--- src/rtl/fpr_pkg.sv ---
package fpr_pkg;
    // Address field compared against a request (word address inside code space)
    localparam int CMP_LSB = 2;
    localparam int CMP_MSB = 28;
    localparam int CMP_W   = CMP_MSB - CMP_LSB + 1;
    // Control word bits
    localparam int CTRL_EN_BIT  = 0;
    localparam int CTRL_KEY_BIT = 1;
    // Region bits: eligible code space and the fixed SRAM region of the table
    localparam logic [2:0] CODE_REGION = 3'b000;
    localparam logic [2:0] SRAM_REGION = 3'b001;
endpackage

--- src/rtl/fpr_regs.sv ---
module fpr_regs
    import fpr_pkg::*;
#(
    parameter int NUM_INST = 6,
    parameter int NUM_LIT  = 2,
    localparam int NUM_CMP  = NUM_INST + NUM_LIT,
    localparam int NUM_REG  = NUM_CMP + 2,
    localparam int REG_AW   = $clog2(NUM_REG),
    localparam int SLOT_W   = $clog2(NUM_CMP),
    localparam int BASE_LSB = SLOT_W + 2,
    localparam int BASE_W   = CMP_MSB - BASE_LSB + 1
) (
    input  logic                             clk,
    input  logic                             rst_n,
    input  logic                             cfg_we,
    input  logic [REG_AW-1:0]                cfg_addr,
    input  logic [31:0]                      cfg_wdata,
    output logic [31:0]                      cfg_rdata,
    output logic                             glob_en,
    output logic [NUM_CMP-1:0]               cmp_en,
    output logic [NUM_CMP-1:0][CMP_W-1:0]    cmp_addr,
    output logic [BASE_W-1:0]                base
);
    typedef struct packed {
        logic                          glob_en;
        logic [NUM_CMP-1:0]            cmp_en;
        logic [NUM_CMP-1:0][CMP_W-1:0] cmp_addr;
        logic [BASE_W-1:0]             base;
    } regs_t;

    regs_t r_d, r_q;
    logic  unused_wdata;
    assign unused_wdata = ^cfg_wdata[31:29];

    always_comb begin
        r_d = r_q;
        if (cfg_we) begin
            if (cfg_addr == REG_AW'(0)) begin
                if (cfg_wdata[CTRL_KEY_BIT]) r_d.glob_en = cfg_wdata[CTRL_EN_BIT];
            end else if (cfg_addr == REG_AW'(1)) begin
                r_d.base = cfg_wdata[CMP_MSB:BASE_LSB];
            end
            for (int i = 0; i < NUM_CMP; i++) begin
                if (cfg_addr == REG_AW'(i + 2)) begin
                    r_d.cmp_en[i]   = cfg_wdata[0];
                    r_d.cmp_addr[i] = cfg_wdata[CMP_MSB:CMP_LSB];
                end
            end
        end
    end

    always_ff @(posedge clk or negedge rst_n) begin
        if (!rst_n) r_q <= '0;
        else        r_q <= r_d;
    end

    always_comb begin
        cfg_rdata = '0;
        if (cfg_addr == REG_AW'(0)) cfg_rdata[CTRL_EN_BIT] = r_q.glob_en;
        if (cfg_addr == REG_AW'(1)) cfg_rdata = {SRAM_REGION, r_q.base, {BASE_LSB{1'b0}}};
        for (int i = 0; i < NUM_CMP; i++) begin
            if (cfg_addr == REG_AW'(i + 2))
                cfg_rdata = {3'b000, r_q.cmp_addr[i], 1'b0, r_q.cmp_en[i]};
        end
    end

    assign glob_en  = r_q.glob_en;
    assign cmp_en   = r_q.cmp_en;
    assign cmp_addr = r_q.cmp_addr;
    assign base     = r_q.base;

    // a control write without the key leaves the enable untouched
    a_r2_keyless_ctrl_write: assert property (@(posedge clk) disable iff (!rst_n)
        (cfg_we && cfg_addr == REG_AW'(0) && !cfg_wdata[CTRL_KEY_BIT]) |=> $stable(glob_en));
    // registers only move on an accepted write
    a_r10_no_write_no_change: assert property (@(posedge clk) disable iff (!rst_n)
        !cfg_we |=> ($stable(cmp_en) && $stable(base) && $stable(glob_en)));
endmodule

--- src/rtl/fpr_match.sv ---
module fpr_match
    import fpr_pkg::*;
#(
    parameter int NUM_INST = 6,
    parameter int NUM_LIT  = 2,
    localparam int NUM_CMP = NUM_INST + NUM_LIT,
    localparam int SLOT_W  = $clog2(NUM_CMP)
) (
    input  logic                          clk,
    input  logic                          rst_n,
    input  logic                          glob_en,
    input  logic [NUM_CMP-1:0]            cmp_en,
    input  logic [NUM_CMP-1:0][CMP_W-1:0] cmp_addr,
    input  logic [31:0]                   req_addr,
    input  logic                          req_is_lit,
    output logic                          hit,
    output logic [SLOT_W-1:0]             slot
);
    logic [NUM_CMP-1:0] cand;
    logic               eligible;

    assign eligible = glob_en && (req_addr[31:29] == CODE_REGION);

    for (genvar g = 0; g < NUM_CMP; g++) begin : g_cmp
        localparam bit IS_LIT = (g >= NUM_INST);
        assign cand[g] = cmp_en[g]
                      && (cmp_addr[g] == req_addr[CMP_MSB:CMP_LSB])
                      && (req_is_lit == IS_LIT);
    end

    // Lowest slot wins: scan from the top so the last assignment is the lowest
    always_comb begin
        hit  = 1'b0;
        slot = '0;
        for (int i = NUM_CMP - 1; i >= 0; i--) begin
            if (eligible && cand[i]) begin
                hit  = 1'b1;
                slot = SLOT_W'(i);
            end
        end
    end

    // the class of the winning comparator follows the access type
    a_r5_lit_slot_class: assert property (@(posedge clk) disable iff (!rst_n)
        (hit && req_is_lit) |-> (int'(slot) >= NUM_INST));
    a_r5_fetch_slot_class: assert property (@(posedge clk) disable iff (!rst_n)
        (hit && !req_is_lit) |-> (int'(slot) < NUM_INST));
    // only an enabled comparator can win
    a_r4_winner_enabled: assert property (@(posedge clk) disable iff (!rst_n)
        hit |-> cmp_en[slot]);
endmodule

--- src/rtl/fetch_patch_remap.sv ---
module fetch_patch_remap
    import fpr_pkg::*;
#(
    parameter int NUM_INST = 6,
    parameter int NUM_LIT  = 2,
    localparam int NUM_CMP = NUM_INST + NUM_LIT,
    localparam int REG_AW  = $clog2(NUM_CMP + 2),
    localparam int SLOT_W  = $clog2(NUM_CMP),
    localparam int BASE_W  = CMP_MSB - (SLOT_W + 2) + 1
) (
    input  logic              clk,
    input  logic              rst_n,
    input  logic              cfg_we,
    input  logic [REG_AW-1:0] cfg_addr,
    input  logic [31:0]       cfg_wdata,
    output logic [31:0]       cfg_rdata,
    input  logic [31:0]       req_addr,
    input  logic              req_is_lit,
    output logic [31:0]       out_addr,
    output logic              out_remapped
);
    logic                          glob_en;
    logic [NUM_CMP-1:0]            cmp_en;
    logic [NUM_CMP-1:0][CMP_W-1:0] cmp_addr;
    logic [BASE_W-1:0]             base;
    logic                          hit;
    logic [SLOT_W-1:0]             slot;

    fpr_regs #(.NUM_INST(NUM_INST), .NUM_LIT(NUM_LIT)) i_regs (
        .clk(clk), .rst_n(rst_n), .cfg_we(cfg_we), .cfg_addr(cfg_addr),
        .cfg_wdata(cfg_wdata), .cfg_rdata(cfg_rdata), .glob_en(glob_en),
        .cmp_en(cmp_en), .cmp_addr(cmp_addr), .base(base)
    );

    fpr_match #(.NUM_INST(NUM_INST), .NUM_LIT(NUM_LIT)) i_match (
        .clk(clk), .rst_n(rst_n), .glob_en(glob_en), .cmp_en(cmp_en),
        .cmp_addr(cmp_addr), .req_addr(req_addr), .req_is_lit(req_is_lit),
        .hit(hit), .slot(slot)
    );

    always_comb begin
        out_addr     = req_addr;
        out_remapped = hit;
        if (hit) out_addr = {SRAM_REGION, base, slot, req_addr[1:0]};
    end

    // global enable clear means fully transparent
    a_r3_disabled_transparent: assert property (@(posedge clk) disable iff (!rst_n)
        !glob_en |-> (out_addr == req_addr && !out_remapped));
    // accesses outside code space are never touched
    a_r8_outside_code_pass: assert property (@(posedge clk) disable iff (!rst_n)
        (req_addr[31:29] != CODE_REGION) |-> (out_addr == req_addr && !out_remapped));
    // a substituted address lands in SRAM and keeps the byte lane
    a_r6_target_in_sram: assert property (@(posedge clk) disable iff (!rst_n)
        out_remapped |-> (out_addr[31:29] == SRAM_REGION && out_addr[1:0] == req_addr[1:0]));
endmodule

--- config.mk ---
export PLATFORM = sky130hd
export DESIGN_NAME = fetch_patch_remap
export DESIGN_NICKNAME = d
export VERILOG_FILES = /design/src/rtl/fpr_pkg.sv /design/src/rtl/fpr_regs.sv /design/src/rtl/fpr_match.sv /design/src/rtl/fetch_patch_remap.sv
export SDC_FILE = /design/constraint.sdc
export NUM_CORES = 1
export LEC_CHECK = 0
export CORE_MARGIN = 2
export CORE_UTILIZATION = 63
export DETAILED_ROUTE_END_ITERATION = 10
export PLACE_DENSITY_LB_ADDON = 0.1
export RECOVER_POWER = 50
export SETUP_SLACK_MARGIN = 0.3
export SYNTH_ARGS = -nofsm -noshare
export SYNTH_HDL_FRONTEND = slang
export SYNTH_HIERARCHICAL = 1
export SYNTH_SLANG_ARGS = --single-unit
export TNS_END_PERCENT = 1
--- constraint.sdc ---
create_clock -name clk -period 12.2 [get_ports clk]
set_clock_uncertainty 0.2 [all_clocks]
set_input_delay 3.05 -clock clk [delete_from_list [all_inputs] [get_ports clk]]
set_output_delay 3.05 -clock clk [all_outputs]
set_load 0.05 [all_outputs]
* Word level (Yosys, flattened, before mapping)
Index checks and enable logic that the tools add are counted.
Storage, ports and cells: flip-flop bits (word level) 249, output and inout bits 65
Cells by class: equality and inequality tests 17, mux-type cells 27, bitwise operators 2, reductions and logical operators 37
Operators with widths (count):
- two-way mux 30 bit | 9
- == test 27 bit | 8
- two-way mux 32 bit | 1
- logical AND 1 bit | 25
- two-way mux 3 bit | 8
- == test 4 x 3 -> 1 bit (second input constant) | 4
- AND reduction 2 bit | 8
- two-way mux 1 bit | 9
- == test 4 x 2 -> 1 bit (second input constant) | 2
- == test 4 bit (second input constant) | 2
- AND reduction 3 bit | 2
- == test 4 x 1 -> 1 bit (second input constant) | 1
- zero test 4 bit | 1
- zero test 3 bit | 1
- NOT 1 bit | 2

* Longest topological paths before layout
Gate-level depths: netlist of the first run.
depth after elaboration 13, mapped depth 10, gate-level depth less buffers 8

* Modules after synthesis
The synthesis of the first run kept the hierarchy.
By module, submodules not included:
- fpr_regs | instances 1, cells each 943, area an instance 11732.5 um^2, sequential area each 6231.0 um^2
- fpr_match | instances 1, cells each 339, area an instance 2671.3 um^2, sequential area each 0.0 um^2
- fetch_patch_remap | instances 1, cells each 35, area an instance 473.0 um^2, sequential area each 0.0 um^2

* Worst setup path after synthesis of the first run
Ideal clock, no wire load.
path kind input -> output, from input port req_addr[27], to output port out_addr[30], arrival 5483 ps, data required time 8950 ps, path slack 3467 ps, stages 10, path buffers 2, path through buf_2 -> xnor2_1 -> nand4_1 -> or4_1 -> or2_1 -> nand2_1 -> or3b_1 -> or2_1 -> buf_6 -> nor2b_1
Between the ends: longest elaborated chain between the ends 13, elaborated cells on any way between the ends 41, classes of those cells eq/ne (8); mux (9); reduce/logical (24)
RTL lines:
- start: declaration | RTL line fetch_patch_remap.sv:17 | input logic [31:0] req_addr,
- == test 27 bit | RTL line fpr_match.sv:27 | && (cmp_addr[g] == req_addr[CMP_MSB:CMP_LSB])
- logical AND 1 bit | RTL line fpr_match.sv:27
- logical AND 1 bit | RTL line fpr_match.sv:28 | && (req_is_lit == IS_LIT);
- logical AND 1 bit | RTL line fpr_match.sv:36 | if (eligible && cand[i]) begin
- two-way mux 1 bit (7 in a row) | RTL line fpr_match.sv:36
- two-way mux 1 bit (*) | RTL line fpr_match.sv:36
- net out_remapped | RTL line fetch_patch_remap.sv:20 | output logic out_remapped
- two-way mux 32 bit (*) | RTL line fetch_patch_remap.sv:44 | if (hit) out_addr = {SRAM_REGION, base, slot, req_addr[1:0]};
- end: declaration | RTL line fetch_patch_remap.sv:19 | output logic [31:0] out_addr,
Mark *: on every way through the listed nets, which the timed path passes. The rest lies on a longest branch.

* Final worst setup path of the first run
from input port req_addr[7], to output port out_addr[21]
Between the ends: longest elaborated chain between the ends 13, elaborated cells on any way between the ends 41, classes of those cells eq/ne (8); mux (9); reduce/logical (24)
RTL lines (RTL line):
- == test 27 bit | fpr_match.sv:27
- logical AND 1 bit | fpr_match.sv:27
- logical AND 1 bit | fpr_match.sv:28
- logical AND 1 bit | fpr_match.sv:36
- two-way mux 1 bit (7 in a row) | fpr_match.sv:36
- two-way mux 1 bit (*) | fpr_match.sv:36
- two-way mux 32 bit (*) | fetch_patch_remap.sv:44
Every way passes the cells marked *; elsewhere a longest branch is shown, timed or not.

==> reports/qor.yml, run 1 <==
sta:
  slew_viol_final: 205
  hold_ws_ns: 0.337
  hold_viol_final: 0
  min_period_ns: 10.85
  rsz0062_at_grt: "false"
  tightestPinTransition_ns: 5.61
  finalSetupTns_ns: 0
  finalSetupViolations: 0
  relSlewSlack_pct: -274
  clock.fmax_mhz: 92.1
  period_share_pct: 89.0
power_and_ir_drop:
  p_leak_uw: 0.00678
  ir_drop_mv: 0.140
  power_uw: 2880
  power_density_mw_per_mm2: 170
global_route:
  busiest_layer: "met2"
  use_met2_pct: 64.7
  grt_util_all_layers_pct: 41.9
  antenna_found_initial: 5
  grt_pass1_vias: 11092
  overflow: 0
  grtUsageMet1_pct: 55.8
  grt_max_degree: 102
  grt_pass1_wl_um: 75100
  grt.met3_usage_pct: 11.4
cts:
  clk-insertion-delay-late_ns: 0.53
  cts_inserted_buffers: 28
  post_cts_buffers: 0
  cts_root_buf: "clkbuf_16"
  clock-sinks: 249
  clkTransAtPathRegs_ns: 0.05
  h-tree-depth: 1
  tritoncts: "built"
  ctsHoldBuffers: 0
  clockBufferDepth: 3
  cts_resized: 0
critical_path:
  worst-setup-path-type: "in2out"
  path_max_fanout: 17
  end_kind: "output pin"
  cp.arrival_ns: 7.60
  cp.required_ns: 8.95
  startpoint_type: "primary input"
flow_run:
  drv_cap: 3
yosys:
  synth_edf_count: 0
  syn-cell-area_mm2: 0.0149
  ys_seq_elements: 249
  synth-warning-count: 6
  synth_top_flop_cell: "dfrtp_1"
  yosys-top-cells-area: "dfrtp_1, mux2_2, xnor2_1"
  synth-seq-area-share_pct: 41.9
  synth_top_area_share_pct: 41.9
  syn_inst: 1317
  ys_types: 65
  avgSynthCellArea_um2: 11.3
  async_flop_share_pct: 100
  synth_top_area_cell: "dfrtp_1"
routing:
  vias: 11489
  drtPass1Iterations: 6
  drc: 0
  routed_wl_um: 51700
  drtAntennaViolNets: 0
  viasPerCell: 6.63
  drt_first_iter_violations: 1284
  wl_per_cell_um: 29.8
status:
  violations: "capacitance limit, slew limit"
  status: "finished, violations left"
cells_and_area:
  layout.nets: 1463
  fin_util_pct: 72.7
  design_area_mm2: 0.0170
  area_delta_synth_final_pct: 14.0
  drive_gt1_share_pct: 24.8
floorplan:
  num_rows: 56
  start_util_pct: 63.8
  ios: 137
  die_x_um: 158
  dieArea_mm2: 0.0249
  dieHeight_um: 158
  core_mm2: 0.0233
place:
  io_buffer_count: 126
  gp_congestion: 1.04
  placed_area_mm2: 0.0161
  dp_hpwl_um: 36000
worst_hold_path:
  hp-class: "reg2reg"
## final timing paths
kind                                 startpoint             endpoint  slack, ns  cells past startpoint
max in group asynchronous                 rst_n  i_regs/cmp_addr[10]       2.72                      3
worst max-delay path                req_addr[7]         out_addr[21]       1.35                     10
worst min-delay path             i_regs/base[4]       i_regs/base[4]       0.34                      1
worst max register to register  i_regs/base[16]      i_regs/base[16]      11.16                      1
min in group asynchronous                 rst_n   i_regs/cmp_addr[5]       4.37                      1
worst min register to register   i_regs/base[4]       i_regs/base[4]       0.34                      1
## per-stage QoR
| stage | instances | setup WS [ns] |
|---|---|---|
| 3_3_place_gp | 1680 | 1.52 |
| 5_1_grt | 1733 | 1.25 |
| 6_report | 1733 | 1.35 |
| 2_1_floorplan | 1319 | 3.47 |
| 3_5_place_dp | 1680 | 1.60 |
| 4_1_cts | 1732 | 1.54 |
## layout make-up
cell class | count | area, um^2
timing repair buffer | 147 | 1400
clock buffer | 41 | 810
tap | 319 | 399
antenna | 1 | 2.50
multi-input combinational | 946 | 7930
inverter | 19 | 71.3
clock inverter | 11 | 116
sequential | 249 | 6230
fill | 1664 | 6370
## per-layer routing
layer	wire length [um]	part of all wire [%]	vias up
li1	-	-	4872
met1	20000	39	5711
met2	22900	44	709
met3	5740	11	191
met4	3020	5.8	6
met5	78	0.15	-
## cells in the final DEF, fill, tap and decap left out, types with 3 or more instances in the layout
master / count
a21o_1: 4
a21oi_1: 61
a221o_1: 4
a221oi_1: 5
a222oi_1: 4
a22oi_1: 20
a2bb2oi_1: 4
and3b_1: 5
buf_4: 17
clkbuf_1: 11
clkbuf_16: 28
clkbuf_8: 6
clkdlybuf4s50_1: 121
clkinv_2: 8
conb_1: 3
dfrtp_1: 249
inv_1: 19
mux2_1: 8
mux2_2: 236
mux2_4: 27
mux2i_1: 18
nand2_1: 46
nand2_2: 5
nand2b_1: 33
nand3_1: 4
nand4_1: 53
nor2_1: 40
nor2_4: 4
nor2b_1: 4
nor3_1: 4
nor4_1: 19
o21ai_0: 37
o221ai_1: 28
o22ai_1: 9
o2bb2ai_1: 3
o32a_1: 3
or3b_1: 3
xnor2_1: 175
xor2_1: 40
## registers in the layout, indices dropped and copies added, names as in the netlist
register	cells
i_regs/base	24
i_regs/cmp_en	8
i_regs/glob_en	1
i_regs/cmp_addr	216
## cells by family after synthesis
| kind of cell | count (synthesis) | share of synthesized area (%) |
|---|---|---|
| flip-flops | 249 | 41.9 |
| buffers and inverters | 124 | 4.89 |
| AND/OR/NAND/NOR | 243 | 9.29 |
| XOR/XNOR | 216 | 12.8 |
| AO/OA/AOI/OAI | 194 | 8.59 |
| multiplexers | 290 | 22.6 |
| other | 1 | 0.0252 |
## synth_stat cells (all sizes together) (4+ instances only)
cell and instances:
a21oi 61, inv 19, nand2 51, a21o 4
and3b 5, buf 88, a2bb2oi 4, dfrtp 249
mux2i 18, nand4 53, xor2 40, clkbuf 17
nor2 44, o221ai 28, or3b 4, nor2b 4
mux2 271, a221oi 5, a221o 4, nor3 5
a22oi 20, o21ai 38, a222oi 4, xnor2 176
nand3 5, o22ai 9, nand2b 35, nor4 19
## power by group
| group | internal (uW) | leakage [uW] | switching (uW) | total [uW] |
|---|---|---|---|---|
| sequential | 1020 | 0.00305 | 187 | 1210 |
| combinational | 368 | 0.00327 | 466 | 834 |
| clock | 501 | 0.000463 | 338 | 839 |
## critical path, cell delays in order
cell             delay (ns)
clkdlybuf4s50_1        0.69
xnor2_1                0.71
nand4_1                0.34
nor4_1                 0.52
nand4_1                0.21
nand4_1                0.16
or2_2                  0.59
buf_12                 0.26
mux2_4                 0.32
clkdlybuf4s50_1        0.72
(Power assumes the default switching activity.)
==> run 2: changes to the inputs <==
==> constraint.sdc (replaced) <==
create_clock -name clk -period 14 [get_ports clk]
set_clock_uncertainty 0.2 [all_clocks]
set_input_delay 3.5 -clock clk [delete_from_list [all_inputs] [get_ports clk]]
set_output_delay 3.5 -clock clk [all_outputs]
set_load 0.05 [all_outputs]
==> reports/qor.yml, run 2 (synthesis results as in run 1) <==
status:
  status: "finished, violations left"
  violations: "capacitance limit, slew limit"
sta:
  finalSetupTns_ns: 0  # unchanged
  period_share_pct: 86.0
  layout_setup_ws_ns: 1.96  # +0.614 ns
  hold_viol_final: 0  # unchanged
  rsz0062_at_grt: "false"
  slew_viol_final: 283  # +38%
  clock.fmax_mhz: 83.1
  relSlewSlack_pct: -297  # -23 points
  tightestPinTransition_ns: 5.96  # +0.342 ns
  finalSetupViolations: 0  # unchanged
  min_period_ns: 12.04
power_and_ir_drop:
  ir_drop_mv: 0.133  # -5.3%
  p_leak_uw: 0.00679  # about the same
  power_density_mw_per_mm2: 151  # -11%
floorplan:
  dieHeight_um: 158  # unchanged
  num_rows: 56  # unchanged
  ios: 137  # unchanged
  start_util_pct: 63.8  # unchanged
  core_mm2: 0.0233  # unchanged
  die_x_um: 158  # unchanged
  dieArea_mm2: 0.0249  # unchanged
routing:
  wl_per_cell_um: 30.2  # +1.3%
  drtAntennaViolNets: 0  # unchanged
  drt_first_iter_violations: 1350  # +5.1%
  drc: 0  # unchanged
  vias: 11605  # +1.0%
  viasPerCell: 6.72  # +1.4%
  drtPass1Iterations: 6  # unchanged
  routed_wl_um: 52200  # +0.90%
place:
  io_buffer_count: 126  # unchanged
  dp_hpwl_um: 35600  # -1.2%
  gp_congestion: 1.01  # -2.3%
  dp_slack_ns: 2.18  # +0.582 ns
cells_and_area:
  final_common_cell: "dfrtp_1"
  layout.nets: 1459  # -0.27%
  drive_gt1_share_pct: 24.4  # -0.46 points
  diodes: 0  # -1
  final_cell_mix: "dfrtp_1, mux2_2, xnor2_1"
  largest_reg_flops: 216  # unchanged
  area_delta_synth_final_pct: 14.1  # about the same
critical_path:
  startpoint_type: "primary input"
  ff2ff_path_depth: 1  # unchanged
  worst-setup-path-type: "in2out"
  r2r-start: "i_regs/glob_en"
  path_max_fanout: 18  # +1
  path_cells: "clkdlybuf4s50_1, xnor2_1, nand4_1, nor4_1, nand4_1, nand4_1, or2_2, buf_4, mux2_4, clkdlybuf4s50_1"
  worst_path_max_delay_cell: "or2_2"
  cp.required_ns: 10.30  # +1.35 ns
  cp.buffers_inverters: 3  # unchanged
  cp.arrival_ns: 8.34  # +0.74 ns
  slowest_delay_ns: 0.71  # about the same
  r2r-end: "i_regs/glob_en"
  rrSetupSlack_ns: 12.97  # +1.81 ns
  critPathTopFamily: "simple AND/OR/NAND/NOR gates"
  timing.critical_path.mode_cell: "nand4_1"
  end_kind: "output pin"
cts:
  clk-insertion-delay-late_ns: 0.54  # about the same
  cts_resized: 0  # unchanged
  cts_inserted_buffers: 28  # unchanged
  cts_root_buf: "clkbuf_16"
  tritoncts: "built"
  h-tree-depth: 1  # unchanged
  clockBufferDepth: 3  # unchanged
  post_cts_buffers: 0  # unchanged
  clock-sinks: 249  # unchanged
  ctsHoldBuffers: 0  # unchanged
  clkTransAtPathRegs_ns: 0.06  # about the same
global_route:
  grt_max_degree: 106  # +3.9%
  overflow: 0  # unchanged
  grt_util_all_layers_pct: 42.4  # +0.47 points
  antenna_found_initial: 1  # -4
  grt_pass1_wl_um: 75900  # +1.1%
  grt_pass1_vias: 11148  # +0.50%
worst_hold_path:
  hp-start: "i_regs/base[3]"
  hp-class: "reg2reg"
  hold-path-cell-count: 1  # unchanged
  hold_end: "i_regs/base[3]"
flow_run:
  drv_cap: 4  # +1
-- run 2: per-layer routing --
layer	part of all wire, %	vias to the layer above	global-route usage (%)	routed length, um
met2	45	712	65.3	23600
met4	4.6	0	16.5	2410
li1	-	4848	-	-
met1	40	5898	58.5	20800
met5	0	-	0	0
met3	10	147	9.66	5320
-- run 2: worst max path at each step --
stage	from	endpoint	slack, ns	depth (start not counted)
floorplan	req_addr[27]	out_addr[30]	4.37	10
global placement	req_addr[7]	out_addr[28]	2.18	10
detailed placement	req_addr[7]	out_addr[28]	2.18	10
CTS	req_addr[7]	out_addr[28]	2.18	10
global route	rst_n	i_regs/cmp_addr[27]	1.12	2
finish	req_addr[7]	out_addr[23]	1.96	10
-- run 2: where the power goes --
group / switching, uW / total (uW) / leakage, uW / internal (uW)
logic: 406 / 726 / 0.00325 / 320
clock network: 301 / 795 / 0.000491 / 494
registers: 159 / 1050 / 0.00305 / 889
total: 866 / 2570 / 0.00679 / 1700
-- run 2: through the flow --
step	instances	util (%)	hold WS [ns]	area (um^2)	power, uW
3_5_place_dp	1676	68.6	0.314	16000	1760
4_1_cts	1726	72.9	0.330	17000	2550
3_3_place_gp	1676	68.6	0.299	16000	1740
2_1_floorplan	1319	-	0.282	14900	1480
5_1_grt	1726	72.8	0.352	17000	2650
6_report	1726	72.8	0.331	17000	2570
-- run 2: layout make-up --
cell class                 instances  area (um^2)
clock buffer                      40          817
clock inverter                    10          175
fill                            1706         6360
inverter                          19         71.3
multi-input combinational        946         7920
sequential                       249         6230
tap                              319          399
timing repair buffer             143         1360
==> run 3: changes to the inputs <==
--- a/config.mk
+++ b/config.mk
@@ -15,4 +15,3 @@
 export SYNTH_HDL_FRONTEND = slang
 export SYNTH_HIERARCHICAL = 1
 export SYNTH_SLANG_ARGS = --single-unit
-export TNS_END_PERCENT = 1
==> results of run 3 <==
The final DEF is identical to that of run 2; final timing and power are the same.
